File: config.mk
export PLATFORM = sky130hd
export DESIGN_NAME = spi_snoop
export DESIGN_NICKNAME = d
export VERILOG_FILES = /design/src/rtl/spi_snoop_pkg.sv /design/src/rtl/snoop_sync.sv /design/src/rtl/snoop_ctrl.sv /design/src/rtl/snoop_datapath.sv /design/src/rtl/spi_snoop.sv
export SDC_FILE = /design/constraint.sdc
export NUM_CORES = 1
export LEC_CHECK = 0
export BUFFER_PORTS_ARGS = -buffer_cell sky130_fd_sc_hd__buf_4
export CAP_MARGIN = 20
export CORE_UTILIZATION = 25
export CTS_BUF_LIST = sky130_fd_sc_hd__clkbuf_2
export CTS_CLUSTER_SIZE = 12
export DETAILED_ROUTE_END_ITERATION = 12
export PLACE_DENSITY = 0.4
export RECOVER_POWER = 50
export SKIP_CTS_REPAIR_TIMING = 1
export SYNTH_ARGS = -nofsm -noshare
export SYNTH_HDL_FRONTEND = slang
export SYNTH_SLANG_ARGS = --single-unit
File: constraint.sdc
create_clock -name clk -period 1.85 [get_ports clk]
set_input_delay 0.0925 -clock clk [delete_from_list [all_inputs] [get_ports clk]]
set_output_delay 0.0925 -clock clk [all_outputs]
set_load 0.05 [all_outputs]
File: src/rtl/spi_snoop_pkg.sv
package spi_snoop_pkg;

  // Strobes from control to datapath, one cycle each
  typedef struct packed {
    logic clear;   // new frame: empty the shifters
    logic shift;   // take one bit from each data line
    logic emit;    // complete frame: latch a record
    logic abort;   // short frame: drop it
  } snoopStrobe_t;

endpackage

File: src/rtl/snoop_sync.sv
module snoop_sync #(
  parameter int WIDTH = 4,
  parameter int STAGES = 2,
  parameter logic [WIDTH-1:0] RESET_VAL = '0
) (
  input  logic             clk,
  input  logic             rstN,
  input  logic [WIDTH-1:0] din,
  output logic [WIDTH-1:0] dout
);
  logic [STAGES-1:0][WIDTH-1:0] pipe;

  always_ff @(posedge clk or negedge rstN) begin
    if (!rstN) begin
      pipe <= {STAGES{RESET_VAL}};
    end else begin
      pipe[0] <= din;
      for (int i = 1; i < STAGES; i++) begin
        pipe[i] <= pipe[i-1];
      end
    end
  end

  assign dout = pipe[STAGES-1];
endmodule

File: src/rtl/snoop_ctrl.sv
module snoop_ctrl
  import spi_snoop_pkg::*;
#(
  parameter int FRAME_BITS = 16
) (
  input  logic         clk,
  input  logic         rstN,
  input  logic         csNSync,
  input  logic         sclkSync,
  output snoopStrobe_t strobe,
  output logic         frameErr
);
  localparam int CNT_W = $clog2(FRAME_BITS + 1);
  localparam logic [CNT_W-1:0] FULL = CNT_W'(FRAME_BITS);

  typedef enum logic {IDLE, CAPTURE} snoopState_t;

  snoopState_t state;
  logic [CNT_W-1:0] bitCnt;
  logic csPrev, sclkPrev;
  logic csFall, csRise, sclkRise;

  assign csFall   = csPrev & ~csNSync;
  assign csRise   = ~csPrev & csNSync;
  assign sclkRise = ~sclkPrev & sclkSync;

  always_comb begin
    strobe = '0;
    if (state == IDLE) begin
      strobe.clear = csFall;
    end else if (csRise) begin
      strobe.emit  = (bitCnt == FULL);
      strobe.abort = (bitCnt != FULL);
    end else if (sclkRise && bitCnt < FULL) begin
      strobe.shift = 1'b1;
    end
  end

  always_ff @(posedge clk or negedge rstN) begin
    if (!rstN) begin
      state    <= IDLE;
      bitCnt   <= '0;
      csPrev   <= 1'b1;
      sclkPrev <= 1'b0;
      frameErr <= 1'b0;
    end else begin
      csPrev   <= csNSync;
      sclkPrev <= sclkSync;
      frameErr <= strobe.abort;
      if (strobe.clear) begin
        state  <= CAPTURE;
        bitCnt <= '0;
      end else if (strobe.emit || strobe.abort) begin
        state <= IDLE;
      end else if (strobe.shift) begin
        bitCnt <= bitCnt + 1'b1;
      end
    end
  end

  // counter saturates at one frame
  a_r9_count_bounded: assert property (@(posedge clk) disable iff (!rstN)
    bitCnt <= FULL);

  // error is a single-cycle pulse
  a_r7_err_single: assert property (@(posedge clk) disable iff (!rstN)
    frameErr |=> !frameErr);

  // no bits are counted while the watched select is idle
  a_r6_idle_count_frozen: assert property (@(posedge clk) disable iff (!rstN)
    (state == IDLE && !csFall) |=> $stable(bitCnt));
endmodule

File: src/rtl/snoop_datapath.sv
module snoop_datapath
  import spi_snoop_pkg::*;
#(
  parameter int CMD_BITS  = 8,
  parameter int DATA_BITS = 8,
  parameter int ADDR_BITS = 6,
  parameter int RW_POS    = 6
) (
  input  logic                 clk,
  input  logic                 rstN,
  input  snoopStrobe_t         strobe,
  input  logic                 mosiSync,
  input  logic                 misoSync,
  output logic                 recValid,
  output logic                 recRw,
  output logic [ADDR_BITS-1:0] recAddr,
  output logic [DATA_BITS-1:0] recData
);
  localparam int FRAME_BITS = CMD_BITS + DATA_BITS;

  logic [FRAME_BITS-1:0] mosiSh;
  logic [DATA_BITS-1:0]  misoSh;
  logic [CMD_BITS-1:0]   cmdByte;
  logic                  isWrite;

  assign cmdByte = mosiSh[FRAME_BITS-1 -: CMD_BITS];
  assign isWrite = cmdByte[RW_POS];

  always_ff @(posedge clk or negedge rstN) begin
    if (!rstN) begin
      mosiSh <= '0;
      misoSh <= '0;
    end else if (strobe.clear) begin
      mosiSh <= '0;
      misoSh <= '0;
    end else if (strobe.shift) begin
      mosiSh <= {mosiSh[FRAME_BITS-2:0], mosiSync};
      misoSh <= {misoSh[DATA_BITS-2:0], misoSync};
    end
  end

  always_ff @(posedge clk or negedge rstN) begin
    if (!rstN) begin
      recValid <= 1'b0;
      recRw    <= 1'b0;
      recAddr  <= '0;
      recData  <= '0;
    end else begin
      recValid <= strobe.emit;
      if (strobe.emit) begin
        recRw   <= isWrite;
        recAddr <= cmdByte[ADDR_BITS-1:0];
        recData <= isWrite ? mosiSh[DATA_BITS-1:0] : misoSh;
      end
    end
  end

  // a record is presented for one cycle only
  a_r8_valid_pulse: assert property (@(posedge clk) disable iff (!rstN)
    recValid |=> !recValid);

  // record fields hold steady while no new record is latched
  a_r8_fields_hold: assert property (@(posedge clk) disable iff (!rstN)
    !strobe.emit |=> $stable(recAddr) && $stable(recData) && $stable(recRw));
endmodule

File: src/rtl/spi_snoop.sv
module spi_snoop
  import spi_snoop_pkg::*;
#(
  parameter int SYNC_STAGES = 2,
  parameter int CMD_BITS    = 8,
  parameter int DATA_BITS   = 8,
  parameter int ADDR_BITS   = 6,
  parameter int RW_POS      = 6
) (
  input  logic                 clk,
  input  logic                 rstN,
  input  logic                 spiSclk,
  input  logic                 spiMosi,
  input  logic                 spiMiso,
  input  logic                 spiCsN,
  output logic                 recValid,
  output logic                 recRw,
  output logic [ADDR_BITS-1:0] recAddr,
  output logic [DATA_BITS-1:0] recData,
  output logic                 frameErr
);
  localparam int FRAME_BITS = CMD_BITS + DATA_BITS;

  logic [3:0] busSync;
  logic csNSync, sclkSync, mosiSync, misoSync;
  snoopStrobe_t strobe;

  snoop_sync #(.WIDTH(4), .STAGES(SYNC_STAGES), .RESET_VAL(4'b1000)) uSync (
    .clk (clk),
    .rstN(rstN),
    .din ({spiCsN, spiSclk, spiMosi, spiMiso}),
    .dout(busSync)
  );

  assign {csNSync, sclkSync, mosiSync, misoSync} = busSync;

  snoop_ctrl #(.FRAME_BITS(FRAME_BITS)) uCtrl (
    .clk     (clk),
    .rstN    (rstN),
    .csNSync (csNSync),
    .sclkSync(sclkSync),
    .strobe  (strobe),
    .frameErr(frameErr)
  );

  snoop_datapath #(
    .CMD_BITS (CMD_BITS),
    .DATA_BITS(DATA_BITS),
    .ADDR_BITS(ADDR_BITS),
    .RW_POS   (RW_POS)
  ) uData (
    .clk     (clk),
    .rstN    (rstN),
    .strobe  (strobe),
    .mosiSync(mosiSync),
    .misoSync(misoSync),
    .recValid(recValid),
    .recRw   (recRw),
    .recAddr (recAddr),
    .recData (recData)
  );

  // record and error never coincide
  a_r8_no_overlap: assert property (@(posedge clk) disable iff (!rstN)
    !(recValid && frameErr));

  // a record only follows a released chip select
  a_r6_after_release: assert property (@(posedge clk) disable iff (!rstN)
    recValid |-> $past(csNSync));
endmodule

# Yosys cells after proc, flatten, opt, wreduce, memory -nomap -nowiden
# Cells that the tools add are included.
word_totals:
  regBits: 56
  latch_bits: 0
  mem_bits_rw: 0
  rom_bits: 0
  out_inout_bits: 17
  wordCells: 44
  memories: 0
classes:
  n_addsub: 1
  mul: 0
  div_mod_pow: 0
  order_cmp: 1
  eq_ne: 3
  n_shift: 0
  mux: 15
  bitwise: 6
  reduce_logical: 5
op_table:
  columns: ["operator", "count"]
  rows:
  - ["15-bit 2-to-1 mux", 2]
  - ["8-bit 2-to-1 mux", 3]
  - ["5-bit 2-to-1 mux", 3]
  - ["5-bit by 1-bit adder with 5-bit output (second input constant)", 1]
  - ["5-bit equality test (second input constant)", 1]
  - ["5-bit less-than comparator (second input constant)", 1]
  - ["1-bit 2-to-1 mux", 5]
  - ["5-bit != test (second input constant)", 1]
  - ["2-bit nonzero test", 2]
  - ["1-bit AND", 3]
  - ["3-bit 2-to-1 mux", 1]
  - ["1-bit inverter", 3]
  - ["2-bit 2-to-1 mux", 1]
  - ["2-bit != test (second input constant)", 1]
  - ["2-bit AND reduction", 1]
  - ["1-bit logical AND", 1]
  - ["1-bit logical OR", 1]

# Depth between registers and ports, before layout
# Gate-level depths: netlist (run 1).
depth:
  word_depth: 9
  ltp_mapped: 6
  depth_no_buf: 5

# By module
# Synthesis (run 1) repeated with hierarchy kept, for this count alone.
unflattened:
  cells_unflattened: 178
  hier_area_um2: 2296.0
by_module_without_submodules:
  columns: ["mod", "n_inst", "cells_each", "area_per_inst_um2", "seq_area_each_um2"]
  rows:
  - ["snoop_datapath", 1, 124, 1621.6, 975.9]
  - ["snoop_ctrl", 1, 42, 441.7, 226.5]
  - ["snoop_sync", 1, 12, 232.7, 202.7]

# Worst setup path before layout (run 1)
# No wires, ideal clock.
synth_path:
  kind: "register to register"
  start: "reg uCtrl.csPrev"
  end: "reg uData.recAddr[0]"
  setup_time_ns: 0.125
  t_arrival_ns: 1.455
  path_slack_ns: 0.271
  stages_incl_launch_ff: 6
  synth_period_minus_slack_ns: 1.579
  cell_sequence: "dfstp_2 > and2b_1 > buf_4 > nand3_2 > buf_6 > mux2_2"
synth_between:
  elab_chain_len: 4
synth_rtl:
  columns: ["item", "line", "rtl"]
  rows:
  - ["from (decl)", "snoop_ctrl.sv:20", "logic csPrev, sclkPrev;"]
  - ["from (signal assigned)", "snoop_ctrl.sv:47", "csPrev <= csNSync;"]
  - ["1-bit inverter", "snoop_ctrl.sv:24", "assign csRise = ~csPrev & csNSync;"]
  - ["1-bit AND", "snoop_ctrl.sv:24", null]
  - ["2-bit 2-to-1 mux", "snoop_ctrl.sv:31", "end else if (csRise) begin"]
  - ["3-bit 2-to-1 mux", "snoop_ctrl.sv:29", "if (state == IDLE) begin"]
  - ["to (signal assigned)", "snoop_datapath.sv:52", "recAddr <= cmdByte[ADDR_BITS-1:0];"]
  - ["to (decl)", "snoop_datapath.sv:16", "output logic [ADDR_BITS-1:0] recAddr,"]
# Every way passes these cells.
# A chain may end at the register's enable or synchronous reset.

# Worst setup path after layout (run 1)
layout_path:
  start: "reg uCtrl.bitCnt[0]"
  end: "reg uData.recData[1]"
layout_between:
  elab_chain_len: 3
layout_rtl:
  columns: ["item", "line", "rtl"]
  rows:
  - ["from (decl)", "snoop_ctrl.sv:19", "logic [CNT_W-1:0] bitCnt;"]
  - ["from (signal assigned)", "snoop_ctrl.sv:56", "bitCnt <= bitCnt + 1'b1;"]
  - ["5-bit equality test", "snoop_ctrl.sv:32", "strobe.emit = (bitCnt == FULL);"]
  - ["2-bit 2-to-1 mux", "snoop_ctrl.sv:31", null]
  - ["3-bit 2-to-1 mux", "snoop_ctrl.sv:29", null]
  - ["to (signal assigned)", "snoop_datapath.sv:53", "recData <= isWrite ? mosiSh[DATA_BITS-1:0] : misoSh;"]
  - ["to (decl)", "snoop_datapath.sv:17", "output logic [DATA_BITS-1:0] recData"]
# Every way passes these cells.

==> impl_metrics.prom, run 1 <==
# TYPE chip_impl_metric gauge
chip_impl_metric{name="fp.dieArea",unit="sq um"} 9610
chip_impl_metric{name="grt_pass1_wl",unit="um"} 8450
chip_impl_metric{name="timing_max_transition_violations_final",unit=""} 0
chip_impl_metric{name="grt_remaining_overflow",unit=""} 0
chip_impl_metric{name="vias",unit=""} 1562
chip_impl_metric{name="ff_latch_count_synth",unit=""} 56
chip_impl_metric{name="layout_stage_area_growth_over_the_synthesis_result",unit="%"} 19.2
chip_impl_metric{name="top_level_ports",unit=""} 23
chip_impl_metric{name="number_of_instances_in_the_synthesized_netlist",unit=""} 196
chip_impl_metric{name="fin_total_pwr",unit="mW"} 2.09
chip_impl_metric{name="initial_standard_cell_utilization_of_the_core",unit=""} 0.262
chip_impl_metric{name="hold_slack",unit="ps"} 290
chip_impl_metric{name="syn-num-nets",unit=""} 204
chip_impl_metric{name="route.detailed.wl_per_inst",unit="um"} 14.9
chip_impl_metric{name="numCtsBuffers",unit=""} 5
chip_impl_metric{name="final_util",unit=""} 0.312
chip_impl_metric{name="worst_ep_required_time",unit="ps"} 2200
chip_impl_metric{name="antenna_violations_before_repair",unit=""} 0
chip_impl_metric{name="setup_viol",unit=""} 0
chip_impl_info{name="cts_root_buf",value="sky130_fd_sc_hd__clkbuf_2"} 1
chip_impl_metric{name="tritoncts_num_sinks",unit=""} 56
chip_impl_metric{name="ctsHtreeMaxLevel",unit=""} 2
chip_impl_metric{name="vdd_ir_drop_max",unit="mV"} 0.220
chip_impl_metric{name="worst_pin_slew",unit="ps"} 1430
chip_impl_metric{name="post_synth.cell_area_avg",unit="sq um"} 11.8
chip_impl_metric{name="fmaxAchievable",unit="MHz"} 623
chip_impl_metric{name="critical_path.max_fanout",unit=""} 16
chip_impl_metric{name="fillCellCount",unit=""} 888
chip_impl_metric{name="fp-row-count",unit=""} 34
chip_impl_metric{name="power_density",unit="nW/um^2"} 762
chip_impl_metric{name="worst-endpoint-arrival",unit="ps"} 1960
chip_impl_metric{name="global_route.usage.total",unit=""} 0.110
chip_impl_metric{name="grt_start_max_net_pins",unit=""} 57
chip_impl_metric{name="grt_pass1_vias",unit=""} 1590
chip_impl_metric{name="clock-skew-final",unit="ps"} 20.6
chip_impl_info{name="worst_setup_path_start_kind",value="register"} 1
chip_impl_metric{name="synth.distinct_cells",unit=""} 28
chip_impl_metric{name="clk_transition_reported_paths",unit="ps"} 260
chip_impl_metric{name="fin_crit_sh",unit=""} 0.868
chip_impl_metric{name="timing.final.crit_period",unit="ps"} 1610
chip_impl_info{name="violations",value="DRC"} 1
chip_impl_info{name="crit_path_end_kind",value="register"} 1
chip_impl_metric{name="drt_pass1_iterations",unit=""} 8
chip_impl_metric{name="post_drt_via_cell_ratio",unit=""} 4.73
chip_impl_metric{name="routabilityCongestion",unit=""} 0.684
chip_impl_info{name="rsz0062_at_grt",value="no"} 1
chip_impl_metric{name="antenna-diode-count",unit=""} 0
chip_impl_metric{name="drive_above_1_share",unit=""} 0.297
chip_impl_metric{name="dp.final_hpwl",unit="um"} 2780
chip_impl_metric{name="postRouteAntennaNets",unit=""} 0
chip_impl_info{name="run_status",value="complete, but fails checks"} 1
chip_impl_metric{name="die_height",unit="um"} 98.0
chip_impl_metric{name="hold_path_depth",unit=""} 2
chip_impl_metric{name="syn_area",unit="sq um"} 2300
chip_impl_metric{name="detailedRoute.firstIterationViolations",unit=""} 108
chip_impl_info{name="reg2reg_from",value="uCtrl.bitCnt[0]"} 1
chip_impl_metric{name="remaining_drc_errors",unit=""} 3
chip_impl_metric{name="yosysSeqAreaShare",unit=""} 0.610
chip_impl_metric{name="clk_latency",unit="ps"} 440
chip_impl_info{name="critical_path_class",value="register to register"} 1
chip_impl_metric{name="cap_violations",unit=""} 0
chip_impl_info{name="worstHoldStart",value="spiCsN"} 1
chip_impl_metric{name="worst_slew_margin_rel",unit=""} 0.0442
chip_impl_metric{name="finish.net_count",unit=""} 229
chip_impl_metric{name="clock_path_buffers",unit=""} 2
chip_impl_metric{name="synth.yosys.warnings",unit=""} 0
chip_impl_metric{name="dieWidth",unit="um"} 98.0
chip_impl_info{name="cts_tree",value="done"} 1
chip_impl_info{name="hold_class",value="primary input to register"} 1
chip_impl_metric{name="setup_total_neg_slack",unit="ps"} 0
chip_impl_metric{name="worstRegToRegCells",unit=""} 6
chip_impl_metric{name="timing_hold_violations_final",unit=""} 0
chip_impl_metric{name="static_leakage",unit="nW"} 1.27
chip_impl_metric{name="io_buffer_count",unit=""} 22
chip_impl_metric{name="core_footprint",unit="sq um"} 8810
chip_impl_metric{name="routed_wirelength",unit="um"} 4900
chip_impl_info{name="crit_start",value="uCtrl.bitCnt[0]"} 1
==> critical path, stage by stage (launching register included) <==
cell and delay [ps]:
sky130_fd_sc_hd__dfrtp_1 440, sky130_fd_sc_hd__inv_1 70, sky130_fd_sc_hd__ha_1 190, sky130_fd_sc_hd__and4bb_2 240
sky130_fd_sc_hd__nand3_2 90, sky130_fd_sc_hd__buf_12 160, sky130_fd_sc_hd__mux2_2 330
==> report_power, final <==
| part | switching [mW] | internal [mW] |
|---|---|---|
| Sequential | 0.0325 | 1.27 |
| Combinational | 0.106 | 0.0655 |
| Clock | 0.389 | 0.232 |
==> kinds of logic (layout without fill, tap and decap cells) <==
| logic type | count (synthesis) | in the layout | synth area share |
|---|---|---|---|
| muxes | 24 | 24 | 0.117 |
| and+or+nand+nor | 40 | 40 | 0.103 |
| buffers and inverters | 20 | 46 | 0.0391 |
| adders and majority gates | 3 | 3 | 0.0152 |
| AOI/OAI and AO/OA | 53 | 53 | 0.117 |
| DFF | 56 | 56 | 0.610 |
==> cells in the final DEF, fill, tap and decap left out, types with 3 or more instances in the layout <==
| cell type | netlist | routed |
|---|---|---|
| sky130_fd_sc_hd__mux2_2 | 23 | 23 |
| sky130_fd_sc_hd__a21oi_1 | 26 | 26 |
| sky130_fd_sc_hd__dlygate4sd3_1 | 0 | 5 |
| sky130_fd_sc_hd__buf_12 | 0 | 3 |
| sky130_fd_sc_hd__clkbuf_4 | 0 | 4 |
| sky130_fd_sc_hd__dfrtp_1 | 53 | 53 |
| sky130_fd_sc_hd__clkbuf_2 | 0 | 7 |
| sky130_fd_sc_hd__inv_1 | 4 | 4 |
| sky130_fd_sc_hd__o21ai_0 | 25 | 25 |
| sky130_fd_sc_hd__nand3_1 | 27 | 27 |
| sky130_fd_sc_hd__buf_4 | 1 | 21 |
==> layer usage <==
layer,part of all wire,GRT usage,up-vias
met2,0.44,0.171,28
met4,0.012,0.0385,0
met5,0,0,-
met1,0.51,0.152,786
met3,0.033,0.0215,4
li1,-,-,744
==> synth_stat cells <==
cell	count	area [sq um]
sky130_fd_sc_hd__a21oi_1	26	130
sky130_fd_sc_hd__a31oi_1	1	6.26
sky130_fd_sc_hd__and2b_1	1	7.51
sky130_fd_sc_hd__and3_1	1	6.26
sky130_fd_sc_hd__and4bb_2	1	12.5
sky130_fd_sc_hd__buf_1	1	3.75
sky130_fd_sc_hd__buf_2	3	15.0
sky130_fd_sc_hd__buf_4	1	7.51
sky130_fd_sc_hd__buf_6	1	11.3
sky130_fd_sc_hd__clkbuf_1	10	37.5
sky130_fd_sc_hd__dfrtp_1	53	1330
sky130_fd_sc_hd__dfstp_2	3	78.8
sky130_fd_sc_hd__ha_1	2	25.0
sky130_fd_sc_hd__inv_1	4	15.0
sky130_fd_sc_hd__maj3_1	1	10.0
sky130_fd_sc_hd__mux2_2	23	259
sky130_fd_sc_hd__mux2i_1	1	10.0
sky130_fd_sc_hd__nand2_1	1	3.75
sky130_fd_sc_hd__nand2b_1	2	12.5
sky130_fd_sc_hd__nand3_1	27	135
sky130_fd_sc_hd__nand3_2	1	10.0
sky130_fd_sc_hd__nand4bb_1	1	11.3
sky130_fd_sc_hd__nor2_1	2	7.51
sky130_fd_sc_hd__nor3b_2	1	12.5
sky130_fd_sc_hd__nor4bb_1	1	10.0
sky130_fd_sc_hd__o21ai_0	25	125
sky130_fd_sc_hd__o31ai_1	1	7.51
sky130_fd_sc_hd__or4_1	1	7.51
==> final timing paths <==
check	to	slack, ps
max	uData.recData[1]	240
min	uSync.pipe[3]	290
max reg2reg	uData.recData[1]	240
min reg2reg	uSync.dout[3]	380
max in group asynchronous	uData.mosiSh[1]	520
min in group asynchronous	uData.mosiSh[12]	490
==> sequential cells by signal, indices dropped and copies added (netlist names) <==
register and count:
uCtrl.bitCnt 5, uCtrl.csPrev 1, uCtrl.frameErr 1, uCtrl.sclkPrev 1, uCtrl.state 1, uData.misoSh 8, uData.mosiSh 15, uData.recAddr 6
uData.recData 8, uData.recRw 1, uData.recValid 1, uSync.dout 4, uSync.pipe 4
==> cell type report <==
| cell class | count | area (sq um) | share of cell area |
|---|---|---|---|
| clock inverter | 2 | 35.0 | 0.0128 |
| timing repair buffer | 34 | 303 | 0.110 |
| tap | 108 | 135 | 0.0492 |
| clock buffer | 6 | 30.0 | 0.0109 |
| multi-input combinational | 120 | 825 | 0.300 |
| sequential | 56 | 1410 | 0.511 |
| inverter | 4 | 15.0 | 0.00546 |
==> metrics by stage <==
stage | instances | cell area, sq um | setup slack [ps]
global route | 330 | 2750 | 136
floorplan | 196 | 2300 | 271
finish | 330 | 2750 | 244
detailed placement | 317 | 2640 | 261
CTS | 325 | 2700 | 226
global placement | 317 | 2640 | 297
No activity file was read; power rests on OpenSTA's default activity.
==> run 2, diff against run 1 <==
--- a/config.mk
+++ b/config.mk
@@ -5,6 +5,7 @@
 export SDC_FILE = /design/constraint.sdc
 export NUM_CORES = 1
 export LEC_CHECK = 0
+export ABC_AREA = 1
 export BUFFER_PORTS_ARGS = -buffer_cell sky130_fd_sc_hd__buf_4
 export CAP_MARGIN = 20
 export CORE_UTILIZATION = 25
==> impl_metrics.prom, run 2 <==
# TYPE chip_impl_metric gauge
chip_impl_metric{name="grt_pass1_wl",unit="um"} 7740
chip_impl_metric{name="routabilityCongestion",unit=""} 0.708
chip_impl_metric{name="grt_start_max_net_pins",unit=""} 57
chip_impl_metric{name="worst-endpoint-arrival",unit="ps"} 1890
chip_impl_info{name="synth.top_cells.by_area",value="sky130_fd_sc_hd__dfrtp_1, sky130_fd_sc_hd__nand2_1, sky130_fd_sc_hd__o21ai_1"} 1
chip_impl_metric{name="syn-num-nets",unit=""} 276
chip_impl_metric{name="clk_latency",unit="ps"} 450
chip_impl_metric{name="drt_pass1_iterations",unit=""} 4
chip_impl_metric{name="numCtsBuffers",unit=""} 5
chip_impl_metric{name="yosysSeqAreaShare",unit=""} 0.591
chip_impl_info{name="rsz0062_at_grt",value="no"} 1
chip_impl_info{name="hold_class",value="primary input to register"} 1
chip_impl_metric{name="routed_wirelength",unit="um"} 4580
chip_impl_metric{name="vias",unit=""} 1673
chip_impl_metric{name="power_density",unit="nW/um^2"} 899
chip_impl_metric{name="synth.distinct_cells",unit=""} 22
chip_impl_metric{name="post_drt_via_cell_ratio",unit=""} 3.97
chip_impl_metric{name="fp-row-count",unit=""} 35
chip_impl_metric{name="io_buffer_count",unit=""} 22
chip_impl_metric{name="antenna-diode-count",unit=""} 0
chip_impl_metric{name="core_footprint",unit="sq um"} 9240
chip_impl_metric{name="static_leakage",unit="nW"} 1.46
chip_impl_metric{name="grt_remaining_overflow",unit=""} 0
chip_impl_metric{name="p_comb_frac",unit=""} 0.146
chip_impl_metric{name="layout_stage_area_growth_over_the_synthesis_result",unit="%"} 16.3
chip_impl_metric{name="critical_path.max_fanout",unit=""} 24
chip_impl_metric{name="power_switching_share",unit=""} 0.280
chip_impl_info{name="final_cell_mix",value="sky130_fd_sc_hd__nand2_1, sky130_fd_sc_hd__dfrtp_1, sky130_fd_sc_hd__inv_1"} 1
chip_impl_metric{name="grt_pass1_vias",unit=""} 1546
chip_impl_metric{name="ff_latch_count_synth",unit=""} 56
chip_impl_metric{name="largest_register_ff_count",unit=""} 15
chip_impl_info{name="run_status",value="completed"} 1
chip_impl_metric{name="worst_ep_required_time",unit="ps"} 2240
chip_impl_info{name="crit_path_end_kind",value="register"} 1
chip_impl_metric{name="drive_above_1_share",unit=""} 0.158
chip_impl_metric{name="synth-async-reset-ratio",unit=""} 1.00
chip_impl_metric{name="clock_path_buffers",unit=""} 2
chip_impl_metric{name="p_clk_frac",unit=""} 0.297
chip_impl_metric{name="finish.net_count",unit=""} 300
chip_impl_metric{name="netlist.area_leader.share",unit=""} 0.558
chip_impl_metric{name="die_height",unit="um"} 99.5
chip_impl_metric{name="vdd_ir_drop_max",unit="mV"} 0.334
chip_impl_metric{name="post_synth.cell_area_avg",unit="sq um"} 8.88
chip_impl_metric{name="p_seq_frac",unit=""} 0.557
chip_impl_metric{name="worst_pin_slew",unit="ps"} 1390
chip_impl_metric{name="ctsHtreeMaxLevel",unit=""} 2
chip_impl_metric{name="clock-skew-final",unit="ps"} 33.9
chip_impl_metric{name="global_route.usage.total",unit=""} 0.101
chip_impl_metric{name="synth_edf_count",unit=""} 0
chip_impl_metric{name="fmaxAchievable",unit="MHz"} 667
chip_impl_metric{name="p_int",unit="mW"} 1.79
chip_impl_metric{name="layoutNonFillerInstCount",unit=""} 421
chip_impl_info{name="largest_registers",value="uData.mosiSh: 15 flops, uData.misoSh: 8 flops, uData.recData: 8 flops"} 1
chip_impl_info{name="most_frequent_cell_after_synthesis",value="sky130_fd_sc_hd__nand2_1"} 1
chip_impl_metric{name="top_level_ports",unit=""} 23
chip_impl_metric{name="timing_hold_violations_final",unit=""} 0
chip_impl_metric{name="antenna_violations_before_repair",unit=""} 0
chip_impl_metric{name="detailedRoute.firstIterationViolations",unit=""} 49
chip_impl_metric{name="route.detailed.wl_per_inst",unit="um"} 10.9
chip_impl_info{name="cts_root_buf",value="sky130_fd_sc_hd__clkbuf_2"} 1
chip_impl_metric{name="setup_viol",unit=""} 0
chip_impl_metric{name="worst_slew_margin_rel",unit=""} 0.0711
chip_impl_metric{name="dieWidth",unit="um"} 99.5
chip_impl_info{name="postSynth.topFlopCell",value="sky130_fd_sc_hd__dfrtp_1"} 1
chip_impl_metric{name="synth.yosys.warnings",unit=""} 0
chip_impl_metric{name="timing.final.crit_period",unit="ps"} 1500
chip_impl_info{name="regMostFlops",value="uData.mosiSh"} 1
chip_impl_metric{name="placed_cells",unit=""} 409
chip_impl_info{name="critical_path_class",value="register to register"} 1
chip_impl_metric{name="tritoncts_num_sinks",unit=""} 56
chip_impl_info{name="cts_tree",value="done"} 1
chip_impl_metric{name="remaining_drc_errors",unit=""} 0
chip_impl_metric{name="netSwitchingPower",unit="mW"} 0.696
chip_impl_metric{name="clk_transition_reported_paths",unit="ps"} 290
chip_impl_metric{name="initial_standard_cell_utilization_of_the_core",unit=""} 0.257
chip_impl_metric{name="setup_total_neg_slack",unit="ps"} 0
chip_impl_metric{name="syn_area",unit="sq um"} 2380
chip_impl_info{name="synthDominantAreaCellType",value="sky130_fd_sc_hd__dfrtp_1"} 1
chip_impl_metric{name="fin_crit_sh",unit=""} 0.810
chip_impl_info{name="post_synth_most_frequent_cells",value="sky130_fd_sc_hd__nand2_1, sky130_fd_sc_hd__dfrtp_1, sky130_fd_sc_hd__inv_1"} 1
chip_impl_metric{name="fp.dieArea",unit="sq um"} 9910
chip_impl_info{name="layout_commonest_cell",value="sky130_fd_sc_hd__nand2_1"} 1
chip_impl_metric{name="cap_violations",unit=""} 0
chip_impl_metric{name="number_of_instances_in_the_synthesized_netlist",unit=""} 268
chip_impl_metric{name="dp.final_hpwl",unit="um"} 2890
chip_impl_metric{name="postRouteAntennaNets",unit=""} 0
chip_impl_metric{name="final_util",unit=""} 0.299
chip_impl_info{name="worst_setup_path_start_kind",value="register"} 1
chip_impl_metric{name="timing_max_transition_violations_final",unit=""} 0
run 2: changes by cell type after synthesis, moves of 12 or more:
cell	previous run	this run
sky130_fd_sc_hd__inv_1	4	23
sky130_fd_sc_hd__nand2_1	1	109
sky130_fd_sc_hd__nand3_1	27	15
sky130_fd_sc_hd__o21ai_0	25	11
sky130_fd_sc_hd__o21ai_1	0	19
sky130_fd_sc_hd__a21oi_1	26	0
sky130_fd_sc_hd__mux2_2	23	0
run 2: worst max-delay path, cell delays in order, from the launching register on:
cell and delay (ps):
sky130_fd_sc_hd__dfstp_2 600, sky130_fd_sc_hd__inv_2 30, sky130_fd_sc_hd__nand2_2 80, sky130_fd_sc_hd__nand3_2 180, sky130_fd_sc_hd__inv_2 350, sky130_fd_sc_hd__nand3_1 130, sky130_fd_sc_hd__nand2_1 80
run 2: final cells by class:
type | instances | area [sq um]
sequential | 56 | 1410
inverter | 28 | 105
multi-input combinational | 171 | 773
clock inverter | 2 | 60.1
fill | 970 | 6470
timing repair buffer | 30 | 235
tap | 129 | 161
clock buffer | 5 | 25.0
run 2: path summary, 6_finish.rpt:
kind | start | endpoint | slack, ps | cells after the start
hold / removal | spiMosi | uSync.pipe[1] | 270 | 2
setup reg to reg | uCtrl.csPrev | uData.mosiSh[1] | 350 | 6
min in group asynchronous | rstN | uData.mosiSh[8] | 450 | 2
max in group asynchronous | rstN | uData.misoSh[1] | 560 | 2
setup / recovery | uCtrl.csPrev | uData.mosiSh[1] | 350 | 6
hold reg to reg | uSync.pipe[3] | uSync.dout[3] | 380 | 0
run 2: metal layers:
metal	track usage	routed length, um	vias to the layer above
li1	-	-	869
met5	0	0	-
met1	0.138	2390	771
met3	0.0246	139	4
met2	0.155	2010	29
met4	0.0339	48	0
run 2: per-stage QoR:
step	setup slack, ps	total power, mW	hold slack, ps	instance area, sq um
finish	351	2.48	273	2770
detailed placement	353	1.77	203	2630
floorplan	594	1.66	-203	2380
CTS	309	2.52	-351	2720
global placement	417	1.77	201	2630
global route	181	2.64	235	2770
run 2: power groups by stage:
stage | Clock (mW) | Sequential, mW | Combinational (mW)
floorplan | 0 | 1.40 | 0.263
global placement | 0 | 1.41 | 0.363
global route | 0.816 | 1.40 | 0.423
CTS | 0.771 | 1.39 | 0.365
finish | 0.739 | 1.38 | 0.362
detailed placement | 0 | 1.41 | 0.362
run 2: logic make-up (layout without fill, tap and decap cells):
family                   count (synthesis)  count (layout)  share of synthesized area
XOR/XNOR                                 1               1                    0.00368
AO/OA/AOI/OAI                           30              30                     0.0631
adder cells (fa/ha/maj)                  2               2                     0.0105
buffers and inverters                   41              65                     0.0842
AND/OR/NAND/NOR                        138             138                      0.248
flip-flops                              56              56                      0.591
